===== config.mk =====
export PLATFORM = sky130hd
export DESIGN_NAME = boost_start_seq
export DESIGN_NICKNAME = d
export VERILOG_FILES = /design/src/rtl/boost_seq_pkg.sv /design/src/rtl/boost_seq_timer.sv /design/src/rtl/boost_seq_ctrl.sv /design/src/rtl/boost_start_seq.sv
export SDC_FILE = /design/constraint.sdc
export NUM_CORES = 1
export LEC_CHECK = 0
export BUFFER_PORTS_ARGS = -buffer_cell sky130_fd_sc_hd__buf_2
export CORE_MARGIN = 1.5
export CORE_UTILIZATION = 51
export CTS_CLUSTER_DIAMETER = 100
export DETAILED_ROUTE_END_ITERATION = 10
export GPL_ROUTABILITY_DRIVEN = 0
export PLACE_DENSITY = 0.85
export SKIP_LAST_GASP = 1
export SLEW_MARGIN = 25
export SYNTH_ARGS = -nofsm -noshare
export SYNTH_HDL_FRONTEND = slang
export SYNTH_SLANG_ARGS = --single-unit

===== constraint.sdc =====
create_clock -name clk -period 2.4 [get_ports clk]
set_input_delay 0.12 -clock clk [delete_from_list [all_inputs] [get_ports clk]]
set_output_delay 0.12 -clock clk [all_outputs]
set_load 0.05 [all_outputs]

===== src/rtl/boost_seq_pkg.sv =====
package boost_seq_pkg;
  localparam int NUM_MODES = 7;

  typedef enum logic [2:0] {
    ST_OFF = 3'd0, ST_PRE1 = 3'd1, ST_PRE2 = 3'd2, ST_SOFT = 3'd3,
    ST_BOOST = 3'd4, ST_BYPASS = 3'd5, ST_FAULT = 3'd6
  } seqState_e;

  typedef enum logic [2:0] {
    T_NONE, T_PRE1, T_PRE2, T_SOFT, T_ILIM, T_RETRY
  } tmrSel_e;

  typedef struct packed {
    logic    clr;
    logic    run;
    tmrSel_e sel;
  } tmrCmd_t;
endpackage


===== src/rtl/boost_seq_timer.sv =====
module boost_seq_timer
  import boost_seq_pkg::*;
#(
  parameter int unsigned PRE1_TICKS  = 512,
  parameter int unsigned PRE2_TICKS  = 1024,
  parameter int unsigned SS_TICKS    = 64,
  parameter int unsigned ILIM_TICKS  = 2000,
  parameter int unsigned RETRY_TICKS = 20000
) (
  input  logic    clk,
  input  logic    rstN,
  input  tmrCmd_t cmd,
  output logic    timeUp
);
  localparam int unsigned MAX_A = (PRE1_TICKS > PRE2_TICKS) ? PRE1_TICKS : PRE2_TICKS;
  localparam int unsigned MAX_B = (SS_TICKS > ILIM_TICKS) ? SS_TICKS : ILIM_TICKS;
  localparam int unsigned MAX_C = (MAX_A > MAX_B) ? MAX_A : MAX_B;
  localparam int unsigned MAX_T = (MAX_C > RETRY_TICKS) ? MAX_C : RETRY_TICKS;
  localparam int CNT_W = $clog2(MAX_T + 1);

  logic [CNT_W-1:0] cnt;
  logic [CNT_W-1:0] lim;
  logic             hasLim;

  always_comb begin
    hasLim = 1'b1;
    unique case (cmd.sel)
      T_PRE1:  lim = CNT_W'(PRE1_TICKS - 1);
      T_PRE2:  lim = CNT_W'(PRE2_TICKS - 1);
      T_SOFT:  lim = CNT_W'(SS_TICKS - 1);
      T_ILIM:  lim = CNT_W'(ILIM_TICKS - 1);
      T_RETRY: lim = CNT_W'(RETRY_TICKS - 1);
      default: begin lim = '0; hasLim = 1'b0; end
    endcase
  end

  assign timeUp = hasLim && cmd.run && (cnt == lim);

  always_ff @(posedge clk) begin
    if (!rstN || cmd.clr) cnt <= '0;
    else if (cmd.run)     cnt <= cnt + 1'b1;
  end

  // without a tick or a clear the count holds
  p_hold_no_tick_r11: assert property (@(posedge clk) disable iff (!rstN)
    (!cmd.run && !cmd.clr) |=> $stable(cnt));
  // a clear always restarts from zero
  p_clear_zero_r11: assert property (@(posedge clk) disable iff (!rstN)
    cmd.clr |=> (cnt == '0));
endmodule


===== src/rtl/boost_seq_ctrl.sv =====
module boost_seq_ctrl
  import boost_seq_pkg::*;
(
  input  logic                 clk,
  input  logic                 rstN,
  input  logic                 tick,
  input  logic                 enable,
  input  logic                 uvloOk,
  input  logic                 outNearIn,
  input  logic                 outAtTarget,
  input  logic                 rampDone,
  input  logic                 valleyLim,
  input  logic                 bypDrop,
  input  logic                 inAboveTarget,
  input  logic                 timeUp,
  output tmrCmd_t              cmd,
  output logic [NUM_MODES-1:0] modeOut,
  output logic [1:0]           preSel,
  output logic                 ssStepEn,
  output logic                 swEn,
  output logic                 ssDone
);
  seqState_e state, nextState;
  logic      doneQ;
  logic      activeSt;

  assign activeSt = (state == ST_PRE1) || (state == ST_PRE2) || (state == ST_SOFT) ||
                    (state == ST_BOOST) || (state == ST_BYPASS);

  always_comb begin
    nextState = state;
    if (!enable) nextState = ST_OFF;
    else if (activeSt && !uvloOk) nextState = ST_FAULT;
    else begin
      unique case (state)
        ST_OFF:    if (uvloOk) nextState = ST_PRE1;
        ST_PRE1:   if (outNearIn) nextState = ST_SOFT;
                   else if (timeUp) nextState = ST_PRE2;
        ST_PRE2:   if (outNearIn) nextState = ST_SOFT;
                   else if (timeUp) nextState = ST_FAULT;
        ST_SOFT:   if (rampDone && outAtTarget)
                     nextState = inAboveTarget ? ST_BYPASS : ST_BOOST;
                   else if (timeUp) nextState = ST_FAULT;
        ST_BOOST:  if (valleyLim && timeUp) nextState = ST_FAULT;
        ST_BYPASS: if (bypDrop) nextState = ST_FAULT;
                   else if (!inAboveTarget) nextState = ST_BOOST;
        ST_FAULT:  if (timeUp) nextState = ST_PRE1;
        default:   nextState = ST_OFF;
      endcase
    end
  end

  always_comb begin
    cmd.run = tick;
    cmd.clr = (nextState != state) || (state == ST_OFF) ||
              ((state == ST_BOOST) && !valleyLim);
    unique case (state)
      ST_PRE1:  cmd.sel = T_PRE1;
      ST_PRE2:  cmd.sel = T_PRE2;
      ST_SOFT:  cmd.sel = T_SOFT;
      ST_BOOST: cmd.sel = T_ILIM;
      ST_FAULT: cmd.sel = T_RETRY;
      default:  cmd.sel = T_NONE;
    endcase
  end

  always_ff @(posedge clk) begin
    if (!rstN) begin
      state <= ST_OFF;
      doneQ <= 1'b0;
    end else begin
      state <= nextState;
      doneQ <= (state == ST_SOFT) && ((nextState == ST_BOOST) || (nextState == ST_BYPASS));
    end
  end

  assign modeOut  = NUM_MODES'(1) << state;
  assign preSel   = {state == ST_PRE2, state == ST_PRE1};
  assign ssStepEn = (state == ST_SOFT);
  assign swEn     = (state == ST_SOFT) || (state == ST_BOOST);
  assign ssDone   = doneQ;

  // enable low always lands in shutdown with switching off
  p_enable_off_r1: assert property (@(posedge clk) disable iff (!rstN)
    !enable |=> (state == ST_OFF) && !swEn && (preSel == 2'b00));
  // lost supply in an active mode forces the fault state
  p_uvlo_fault_r9: assert property (@(posedge clk) disable iff (!rstN)
    (enable && !uvloOk && activeSt) |=> (state == ST_FAULT));
  // end-of-soft-start strobe lasts one cycle
  p_done_pulse_r6: assert property (@(posedge clk) disable iff (!rstN)
    ssDone |=> !ssDone);
  // retry timer expiry restarts precharge
  p_retry_r10: assert property (@(posedge clk) disable iff (!rstN)
    (state == ST_FAULT && enable && timeUp) |=> (state == ST_PRE1));
  // a bypass drop leads to fault
  p_byp_drop_r8: assert property (@(posedge clk) disable iff (!rstN)
    (state == ST_BYPASS && enable && uvloOk && bypDrop) |=> (state == ST_FAULT));
endmodule


===== src/rtl/boost_start_seq.sv =====
module boost_start_seq
  import boost_seq_pkg::*;
#(
  parameter int unsigned PRE1_TICKS  = 512,
  parameter int unsigned PRE2_TICKS  = 1024,
  parameter int unsigned SS_TICKS    = 64,
  parameter int unsigned ILIM_TICKS  = 2000,
  parameter int unsigned RETRY_TICKS = 20000
) (
  input  logic       clk,
  input  logic       rstN,
  input  logic       tick,
  input  logic       enable,
  input  logic       uvloOk,
  input  logic       outNearIn,
  input  logic       outAtTarget,
  input  logic       rampDone,
  input  logic       valleyLim,
  input  logic       bypDrop,
  input  logic       inAboveTarget,
  output logic [6:0] modeOut,
  output logic [1:0] preSel,
  output logic       ssStepEn,
  output logic       swEn,
  output logic       ssDone
);
  tmrCmd_t tmrCmd;
  logic    timeUp;

  boost_seq_ctrl u_ctrl (
    .clk(clk), .rstN(rstN), .tick(tick), .enable(enable), .uvloOk(uvloOk),
    .outNearIn(outNearIn), .outAtTarget(outAtTarget), .rampDone(rampDone),
    .valleyLim(valleyLim), .bypDrop(bypDrop), .inAboveTarget(inAboveTarget),
    .timeUp(timeUp), .cmd(tmrCmd), .modeOut(modeOut), .preSel(preSel),
    .ssStepEn(ssStepEn), .swEn(swEn), .ssDone(ssDone)
  );

  boost_seq_timer #(
    .PRE1_TICKS(PRE1_TICKS), .PRE2_TICKS(PRE2_TICKS), .SS_TICKS(SS_TICKS),
    .ILIM_TICKS(ILIM_TICKS), .RETRY_TICKS(RETRY_TICKS)
  ) u_timer (
    .clk(clk), .rstN(rstN), .cmd(tmrCmd), .timeUp(timeUp)
  );
endmodule


After elaboration in Yosys (flattened, before gate mapping)
Cells that the tools add are included.
{"block": "totals", "out_inout_bits": 12, "ff_bits": 19, "elab_cells": 58}
{"block": "classes", "n_reduce_logical": 21, "shifts": 1, "mux": 17, "eq_ne": 15, "add_sub_neg": 1}
{"cell": "15-bit case mux with 5 select lines", "n": 1}
{"cell": "3-bit 2-to-1 mux", "n": 12}
{"cell": "3-bit equality test (second input constant)", "n": 7}
{"cell": "3-bit case mux with 7 select lines", "n": 1}
{"cell": "15-bit by 1-bit adder with 15-bit output (second input constant)", "n": 1}
{"cell": "15-bit equality test", "n": 1}
{"cell": "3-bit case mux with 5 select lines", "n": 1}
{"cell": "3-bit by 2-bit equality test with 1-bit output (second input constant)", "n": 4}
{"cell": "1-bit logical OR", "n": 9}
{"cell": "1-bit logical AND", "n": 7}
{"cell": "1-bit by 3-bit left shift with 7-bit output (first input constant)", "n": 1}
{"cell": "3-bit by 1-bit equality test with 1-bit output (second input constant)", "n": 2}
{"cell": "5-bit OR reduction", "n": 1}
{"cell": "1-bit zero test", "n": 3}
{"cell": "3-bit zero test", "n": 1}
{"cell": "3-bit inequality test", "n": 1}
{"cell": "1-bit 2-to-1 mux", "n": 2}

Longest topological paths before layout
Gate-level depths: netlist of the first run.
{"block": "logic_depth", "word_depth": 16, "mapped_depth": 11, "depth_no_buf": 8}

By module
A second synthesis of the first run with hierarchy kept.
{"block": "hier_totals", "cells_unflattened": 198, "area_unflattened_um2": 1539.0}
{"mod": "boost_seq_timer", "cells_each": 112, "instances": 1, "area_each_um2": 949.7, "seq_area_each_um2": 300.3}
{"mod": "boost_seq_ctrl", "cells_each": 86, "instances": 1, "area_each_um2": 589.3, "seq_area_each_um2": 80.1}

Worst setup path before layout of the first run
Ideal clock, no wire load.
{"block": "synth_path", "path_kind": "flip-flop to flip-flop", "start": "reg u_ctrl.state[0]", "end": "reg u_timer.cnt[10]", "arrival_ns": 3.091, "required_ns": 2.312, "stages_incl_launch_ff": 11, "path_slack_ns": -0.779, "path_cell_list": "dfxtp_1 > buf_6 > buf_2 > nor2_1 > a22oi_1 > or4_1 > buf_2 > mux2_4 > mux2i_4 > buf_6 > nor4_2"}
{"block": "synth_via", "elab_chain_len": 16, "word_cells_on_any_way": 43, "classes_between": "eq/ne (13); mux (16); reduce/logical (14)"}
{"element": "from (decl)", "line_no": "boost_seq_ctrl.sv:23", "rtl": "seqState_e state, nextState;"}
{"element": "from (signal assigned)", "line_no": "boost_seq_ctrl.sv:72", "rtl": "state <= nextState;"}
{"element": "branches (longest 14 deep; another with 15-bit case mux with 5 select lines)"}
{"element": "1-bit logical OR (*)", "line_no": "boost_seq_ctrl.sv:55", "rtl": "cmd.clr = (nextState != state) || (state == ST_OFF) ||"}
{"element": "1-bit logical OR (*)", "line_no": "boost_seq_timer.sv:40", "rtl": "if (!rstN || cmd.clr) cnt <= '0;"}
{"element": "to (signal assigned)", "line_no": "boost_seq_timer.sv:41", "rtl": "else if (cmd.run) cnt <= cnt + 1'b1;"}
{"element": "to (decl)", "line_no": "boost_seq_timer.sv:21", "rtl": "logic [CNT_W-1:0] cnt;"}
Every way passes the cells marked *.
A chain may end at the register's enable or synchronous reset.

Worst setup path in the final report of the first run
{"block": "layout_path", "start": "reg u_ctrl.state[2]", "end": "reg u_timer.cnt[4]"}
The elaborated chain is that of the path after synthesis.

==> results.toml, run 1 <==
[status]
status = "finished, violations left"
violations = "setup timing"

[detailed_routing]
first_pass_iters = 6
vias = 1827
viasPerCell = 6.668
drt-initial-drc-count = 121
avgRoutedWirePerCell_um = 21.24
drc = 0
wirelength_um = 5821
final_antenna_net_count = 0

[floorplanning]
core_um2 = 2781
die-height_um = 57.49
rows = 19
die_area_um2 = 3305
die_w_um = 57.49
pin_count = 23
initial_core_util_pct = 54.43

[clock_tree]
clock_path_buffers = 2
path_clk_slew_ns = 0.11
clock-root-buffer = "clkbuf_4"
clk-insertion-delay-late_ns = 0.31
ctsHtreeMaxLevel = 1
clock-sinks = 19
tritoncts = "built"
cts_buffers = 3

[logic_synthesis]
synth_compound_area_share_pct = 15.95
syn_nets = 188
seq_area_frac_synth_pct = 25.12
synth_enable_flop_cells = 0
postSynthCellCount = 176
synth_area_um2 = 1514
synth.distinct_cells = 55
ys_ff_latch = 19
synth_top_family_by_area = "simple AND/OR/NAND/NOR gates"
yosys.area_share.xor_xnor_pct = 9.835
avgSynthCellArea_um2 = 8.602
synthAdderAreaFrac_pct = 0.8264
yosysWarnings = 0
synth_simple_gate_area_share_pct = 36.36
synth-async-reset-ratio_pct = 0
muxShareOfSynthArea_pct = 3.140
ys.flop_type = "dfxtp_1"

[critical_path]
cpPeakStageDelay_ns = 0.56
crit_required_ns = 2.61
crit_path_end_kind = "flop"
cp_top_family = "simple AND/OR/NAND/NOR gates"
cp_common_cell = "xnor2_2"
slowest_stage = "or4b_4"
crit_type = "reg -> reg"
worstPathArrival_ns = 2.89
start_kind = "flop"
cp_cell_sequence = "buf_6 -> nor2b_4 -> xnor2_2 -> o2111ai_2 -> buf_4 -> or4b_4 -> a21oi_4 -> xnor2_2 -> bufbuf_16 -> nor4_4"
critPathMaxFanout = 7
cp_num_buf_inv = 3

[grt]
first_global_vias = 1842
track_usage_pct = 33.90
grt_max_degree = 11
grt_overflow_total = 0
grt_pass1_wl_um = 8583
antenna_found_initial = 0

[timing]
clock_skew_ns = 0.01391
tns_ns = -3.752
slew_viol_final = 0
max_slew_margin_pct = 62.71
rsz0062_at_grt = "true"
setup_viol_count_final = 15
final_hold_viol_count = 0
fin_crit_ns = 2.683
finalCritPeriodShare_pct = 111.8
worst_pin_slew_ns = 0.5546
max_freq_mhz = 372.7
fin_ws_ns = -0.2833

[cells_and_area]
layout.nets = 256
n_antenna_cell = 0
fillers = 146
regArea_um2 = 389.1
syn2layout_area_growth_pct = 52.73
multi_input_area_um2 = 1232
drive_above_1_share_pct = 52.67

[placement]
portBuffers = 22
post-place-ws_ns = -0.4203
hpwl_um = 3067

[power_and_ir_drop]
p_leak_nw = 0.9704
vdd_drop_max_mv = 0.5053
power_density_nw_per_um2 = 350.9

[run]
max_cap_viol_count = 0

[min_path]
hold_class = "in -> reg"
==> synthesized netlist by cell type, drive strengths merged (2+ instances only) <==
cell / n / area share [%]
a21o: 2 / 0.99
a21oi: 5 / 1.7
a22oi: 2 / 0.99
and2: 6 / 2.5
and3: 3 / 1.2
buf: 12 / 6.7
clkbuf: 2 / 0.50
dfxtp: 19 / 25
inv: 5 / 1.2
mux2i: 2 / 2.1
nand2: 11 / 2.7
nand2b: 2 / 0.83
nand3: 8 / 2.6
nand4: 3 / 1.2
nor2: 15 / 3.7
nor2b: 8 / 3.5
nor3: 3 / 0.99
nor4: 17 / 11
o2111ai: 2 / 1.2
o211a: 4 / 3.1
o21ai: 4 / 1.3
o31ai: 2 / 0.99
or3b: 2 / 1.3
xnor2: 6 / 3.5
xor2: 11 / 6.4
==> cells by family after synthesis <==
logic type	count (synthesis)
buffers and inverters	20
xor gates and xnor gates	17
AOI/OAI and AO/OA	31
adders and majority gates	1
DFF	19
muxes	3
and+or+nand+nor	85
==> final timing paths <==
check | slack, ns | end | start | cells past startpoint
min reg2reg | 0.64 | u_timer.cnt[1] | u_timer.cnt[1] | 2
min | 0.11 | u_ctrl.state[1] | rstN | 2
max | -0.28 | u_timer.cnt[4] | u_ctrl.state[2] | 10
max reg2reg | -0.28 | u_timer.cnt[4] | u_ctrl.state[2] | 10
==> worst register-to-register path, delay by kind of cell (launching register included) <==
family,cells,cell delay (ns)
simple gates,3,0.91
buf+inv,3,0.63
compound gates,2,0.37
flops,1,0.38
xor+xnor,2,0.29
==> power by group <==
part	internal, W	switching (W)
Sequential	0.000317	0.00000487
Clock	0.0000650	0.0000993
Combinational	0.000147	0.000178
==> metrics by stage <==
stage	total power (W)	util [%]	std cells	instance area (um^2)	hold WS (ns)
4_1_cts	0.0007746	80.48	272	2238	0.1075
3_5_place_dp	0.0005438	68.38	255	1902	0.4156
6_report	0.0008112	83.13	274	2312	0.1104
2_1_floorplan	0.0004752	-	176	1559	0.2417
5_1_grt	0.0008327	83.13	274	2312	0.09014
3_3_place_gp	0.0005382	68.38	255	1902	0.3987
==> layout make-up <==
type,instances,area share [%]
clock buffers,4,1.136
inverters,6,1.515
multi-input cells,138,53.30
flip-flops and latches,19,16.83
well taps,31,1.677
repair buffers,76,25.54
==> layout by cell type, fill, tap and decap left out, types with 6 or more instances in the layout <==
master	n
xor2_1	11
nor4_2	11
buf_2	22
and2_1	6
nand2_1	10
nand3_1	8
nor2_1	12
buf_6	8
dfxtp_1	16
buf_4	43
==> registers in the layout, summed over array words and instances, names as in the netlist <==
name,flops
u_ctrl.state,3
u_timer.cnt,15
u_ctrl.ssDone,1
==> metal layers <==
metal | GRT usage, % | vias to the layer above | wire (um)
met3 | 9.297 | 53 | 585
li1 | - | 785 | -
met5 | 0 | - | 0
met4 | 17.94 | 0 | 426
met2 | 55.84 | 128 | 2629
met1 | 39.89 | 861 | 2180
==> what timing repair did <==
action / 4_1_cts / 5_1_grt
endpoints found under the setup margin: 16 / 16
resized for setup: 39 / 10
hold endpoints to repair: 0 / 0
cloned: 3 / 0
pin swaps: 27 / 3
hold buffers: 0 / 0
buffers inserted: 10 / 2
No activity file was read; power rests on OpenSTA's default activity.
==> inputs of run 2 (changes only) <==
--- a/config.mk
+++ b/config.mk
@@ -5,6 +5,7 @@
 export SDC_FILE = /design/constraint.sdc
 export NUM_CORES = 1
 export LEC_CHECK = 0
+export ABC_AREA = 1
 export BUFFER_PORTS_ARGS = -buffer_cell sky130_fd_sc_hd__buf_2
 export CORE_MARGIN = 1.5
 export CORE_UTILIZATION = 51
==> constraint.sdc (replaced) <==
create_clock -name clk -period 2.4 [get_ports clk]
set_input_delay 0.24 -clock clk [delete_from_list [all_inputs] [get_ports clk]]
set_output_delay 0.24 -clock clk [all_outputs]
set_load 0.05 [all_outputs]
==> results.toml, run 2 <==
[logic_synthesis]
ys.flop_type = "dfxtp_1"
yosysTopAreaCell = "dfxtp_1"
postSynthCellCount = 229
synth.distinct_cells = 30
netlist_top_cells_area = "dfxtp_1, nand2_1, inv_1, nor2_1, nand3_1"
synth_top_area_share_pct = 25.83
avgSynthCellArea_um2 = 6.431
synth_area_um2 = 1473
synth-async-reset-ratio_pct = 0
seq_area_frac_synth_pct = 25.83
yosysWarnings = 0
yosysMostFrequentCell = "nand2_1"
syn_nets = 241
synth_enable_flop_cells = 0
ys_ff_latch = 19
synthTopCellsByCount = "nand2_1, inv_1, nor2_1, dfxtp_1, nand3_1"

[status]
status = "completed"

[detailed_routing]
vias = 1448
avgRoutedWirePerCell_um = 11.06
drt-initial-drc-count = 66
viasPerCell = 5.063
final_antenna_net_count = 0
wirelength_um = 3164
drc = 0
first_pass_iters = 4

[run]
max_cap_viol_count = 0

[timing]
worst_pin_slew_ns = 0.4693
max_slew_margin_pct = 68.43
clock_skew_ns = 0.005509
finalCritPeriodShare_pct = 88.89
tns_ns = 0
fin_crit_ns = 2.133
max_freq_mhz = 468.8
setup_viol_count_final = 0
rsz0062_at_grt = "false"
slew_viol_final = 0
final_hold_viol_count = 0

[floorplanning]
die_w_um = 56.74
initial_core_util_pct = 53.40
die-height_um = 56.74
pin_count = 23
core_um2 = 2758
rows = 19
die_area_um2 = 3219

[critical_path]
critPathMaxFanout = 10
start_kind = "flop"
crit_path_start = "u_ctrl.state[2]"
crit_required_ns = 2.66
crit_type = "reg -> reg"
worstPathArrival_ns = 2.39
r2r_cells = 16
critPathCapture = "u_timer.cnt[0]"
crit_path_end_kind = "flop"
rr_endpoint = "u_timer.cnt[0]"
rrSetupSlack_ns = 0.27
rr_startpoint = "u_ctrl.state[2]"

[placement]
portBuffers = 22
dpl_cell_area_um2 = 1600
hpwl_um = 2521
placedCellCount = 279

[grt]
grt_overflow_total = 0
antenna_found_initial = 0
grt_max_degree = 16
grt_pass1_wl_um = 5513
track_usage_pct = 21.50
first_global_vias = 1279

[cells_and_area]
finalNonFillerCells = 286
largest-register = "u_timer.cnt"
largest_reg_flops = 15
n_antenna_cell = 0
fillers = 263
final_common_cell = "nand2_1"
fin_area_um2 = 1668
syn2layout_area_growth_pct = 13.25
final_cell_mix = "nand2_1, inv_1, nor2_1"
drive_above_1_share_pct = 27.06
finalCoreUtilization_pct = 60.48
layout.nets = 268

[clock_tree]
clock-root-buffer = "clkbuf_4"
path_clk_slew_ns = 0.11
clk-insertion-delay-late_ns = 0.31
ctsHtreeMaxLevel = 1
cts_buffers = 3
tritoncts = "built"
clock-sinks = 19
clock_path_buffers = 2

[power_and_ir_drop]
vdd_drop_max_mv = 0.4066
p_leak_nw = 0.7714
power_density_nw_per_um2 = 385.0

[min_path]
hold_class = "in -> reg"
-- run 2: cell count changes in the layout (fill, tap and decap cells not counted), sizes merged, moves of 6 or more --
cell and change:
and2 -6, buf -47, inv +30, nand2 +53, nand3 +12, nor2 +29
nor2b -8, nor4 -15
-- run 2: timing repair --
item | 4_1_cts | 5_1_grt
endpoints found under the setup margin | 0 | 15
gates resized for setup | 0 | 3
hold buffers | 0 | 0
buffers inserted | 0 | 3
-- run 2: routing by layer --
layer / vias up / wire length [um] / track usage, %
li1: 767 / - / -
met1: 637 / 1501 / 29.90
met2: 39 / 1454 / 34.39
met3: 5 / 151 / 2.074
met4: 0 / 57 / 7.973
met5: - / 0 / 0
-- run 2: worst min-delay path by stage --
stage	to	depth (start not counted)	startpoint	slack, ns
4_1_cts	u_ctrl.state[0]	3	rstN	0.19
2_1_floorplan	u_ctrl.state[2]	2	enable	0.40
3_5_place_dp	u_ctrl.state[0]	3	rstN	0.53
5_1_grt	u_ctrl.state[1]	3	rstN	0.21
6_report	u_ctrl.state[0]	3	rstN	0.19
3_3_place_gp	u_ctrl.state[0]	3	rstN	0.51
-- run 2: per-stage QoR --
stage / power [W] / hold slack [ns] / worst slack, ns
after floorplan: 0.0004381 / 0.3968 / 0.08041
after global placement: 0.0004684 / 0.5126 / 0.2031
after detailed placement: 0.0004693 / 0.5273 / 0.1453
after CTS: 0.0006391 / 0.1931 / 0.09529
after global routing: 0.0006729 / 0.2095 / 0.01247
final: 0.0006421 / 0.1931 / 0.2667
-- run 2: worst max-delay path: stages (launching register included) --
cell,delay [ns]
dfxtp_1,0.37
buf_4,0.20
nand2_1,0.09
nand3_1,0.15
inv_2,0.04
nor2_1,0.12
nand2_2,0.08
nor2_4,0.10
nand4_1,0.12
nand3_1,0.13
nand2_2,0.07
nand2_2,0.07
nor2_2,0.05
nor2_4,0.11
nand3_4,0.11
buf_12,0.17
nor2_1,0.08
-- run 2: report_power, final --
part           internal [W]  switching (W)
logic             0.0000482      0.0000982
registers          0.000318     0.00000575
clock network     0.0000637       0.000108
-- run 2: kinds of logic (layout without fill, tap and decap cells) --
logic type	after synthesis	after routing	share of synthesized area (%)
multiplexers	1	1	0.6797
adder cells (fa/ha/maj)	1	1	0.8495
XOR/XNOR	12	12	7.137
buffers and inverters	42	68	12.32
AO/OA/AOI/OAI	13	13	5.183
AND/OR/NAND/NOR	141	141	48.00
flip-flops	19	19	25.83
-- run 2: area by class of cell --
class / instances / area [um^2] / area share, %
clock buffer: 3 / 22.52 / 1.350
multi-input combinational: 168 / 910.9 / 54.61
inverter: 36 / 137.6 / 8.252
tap: 31 / 38.79 / 2.326
sequential: 19 / 382.9 / 22.96
clock inverter: 1 / 7.507 / 0.4501
timing repair buffer: 28 / 167.7 / 10.05
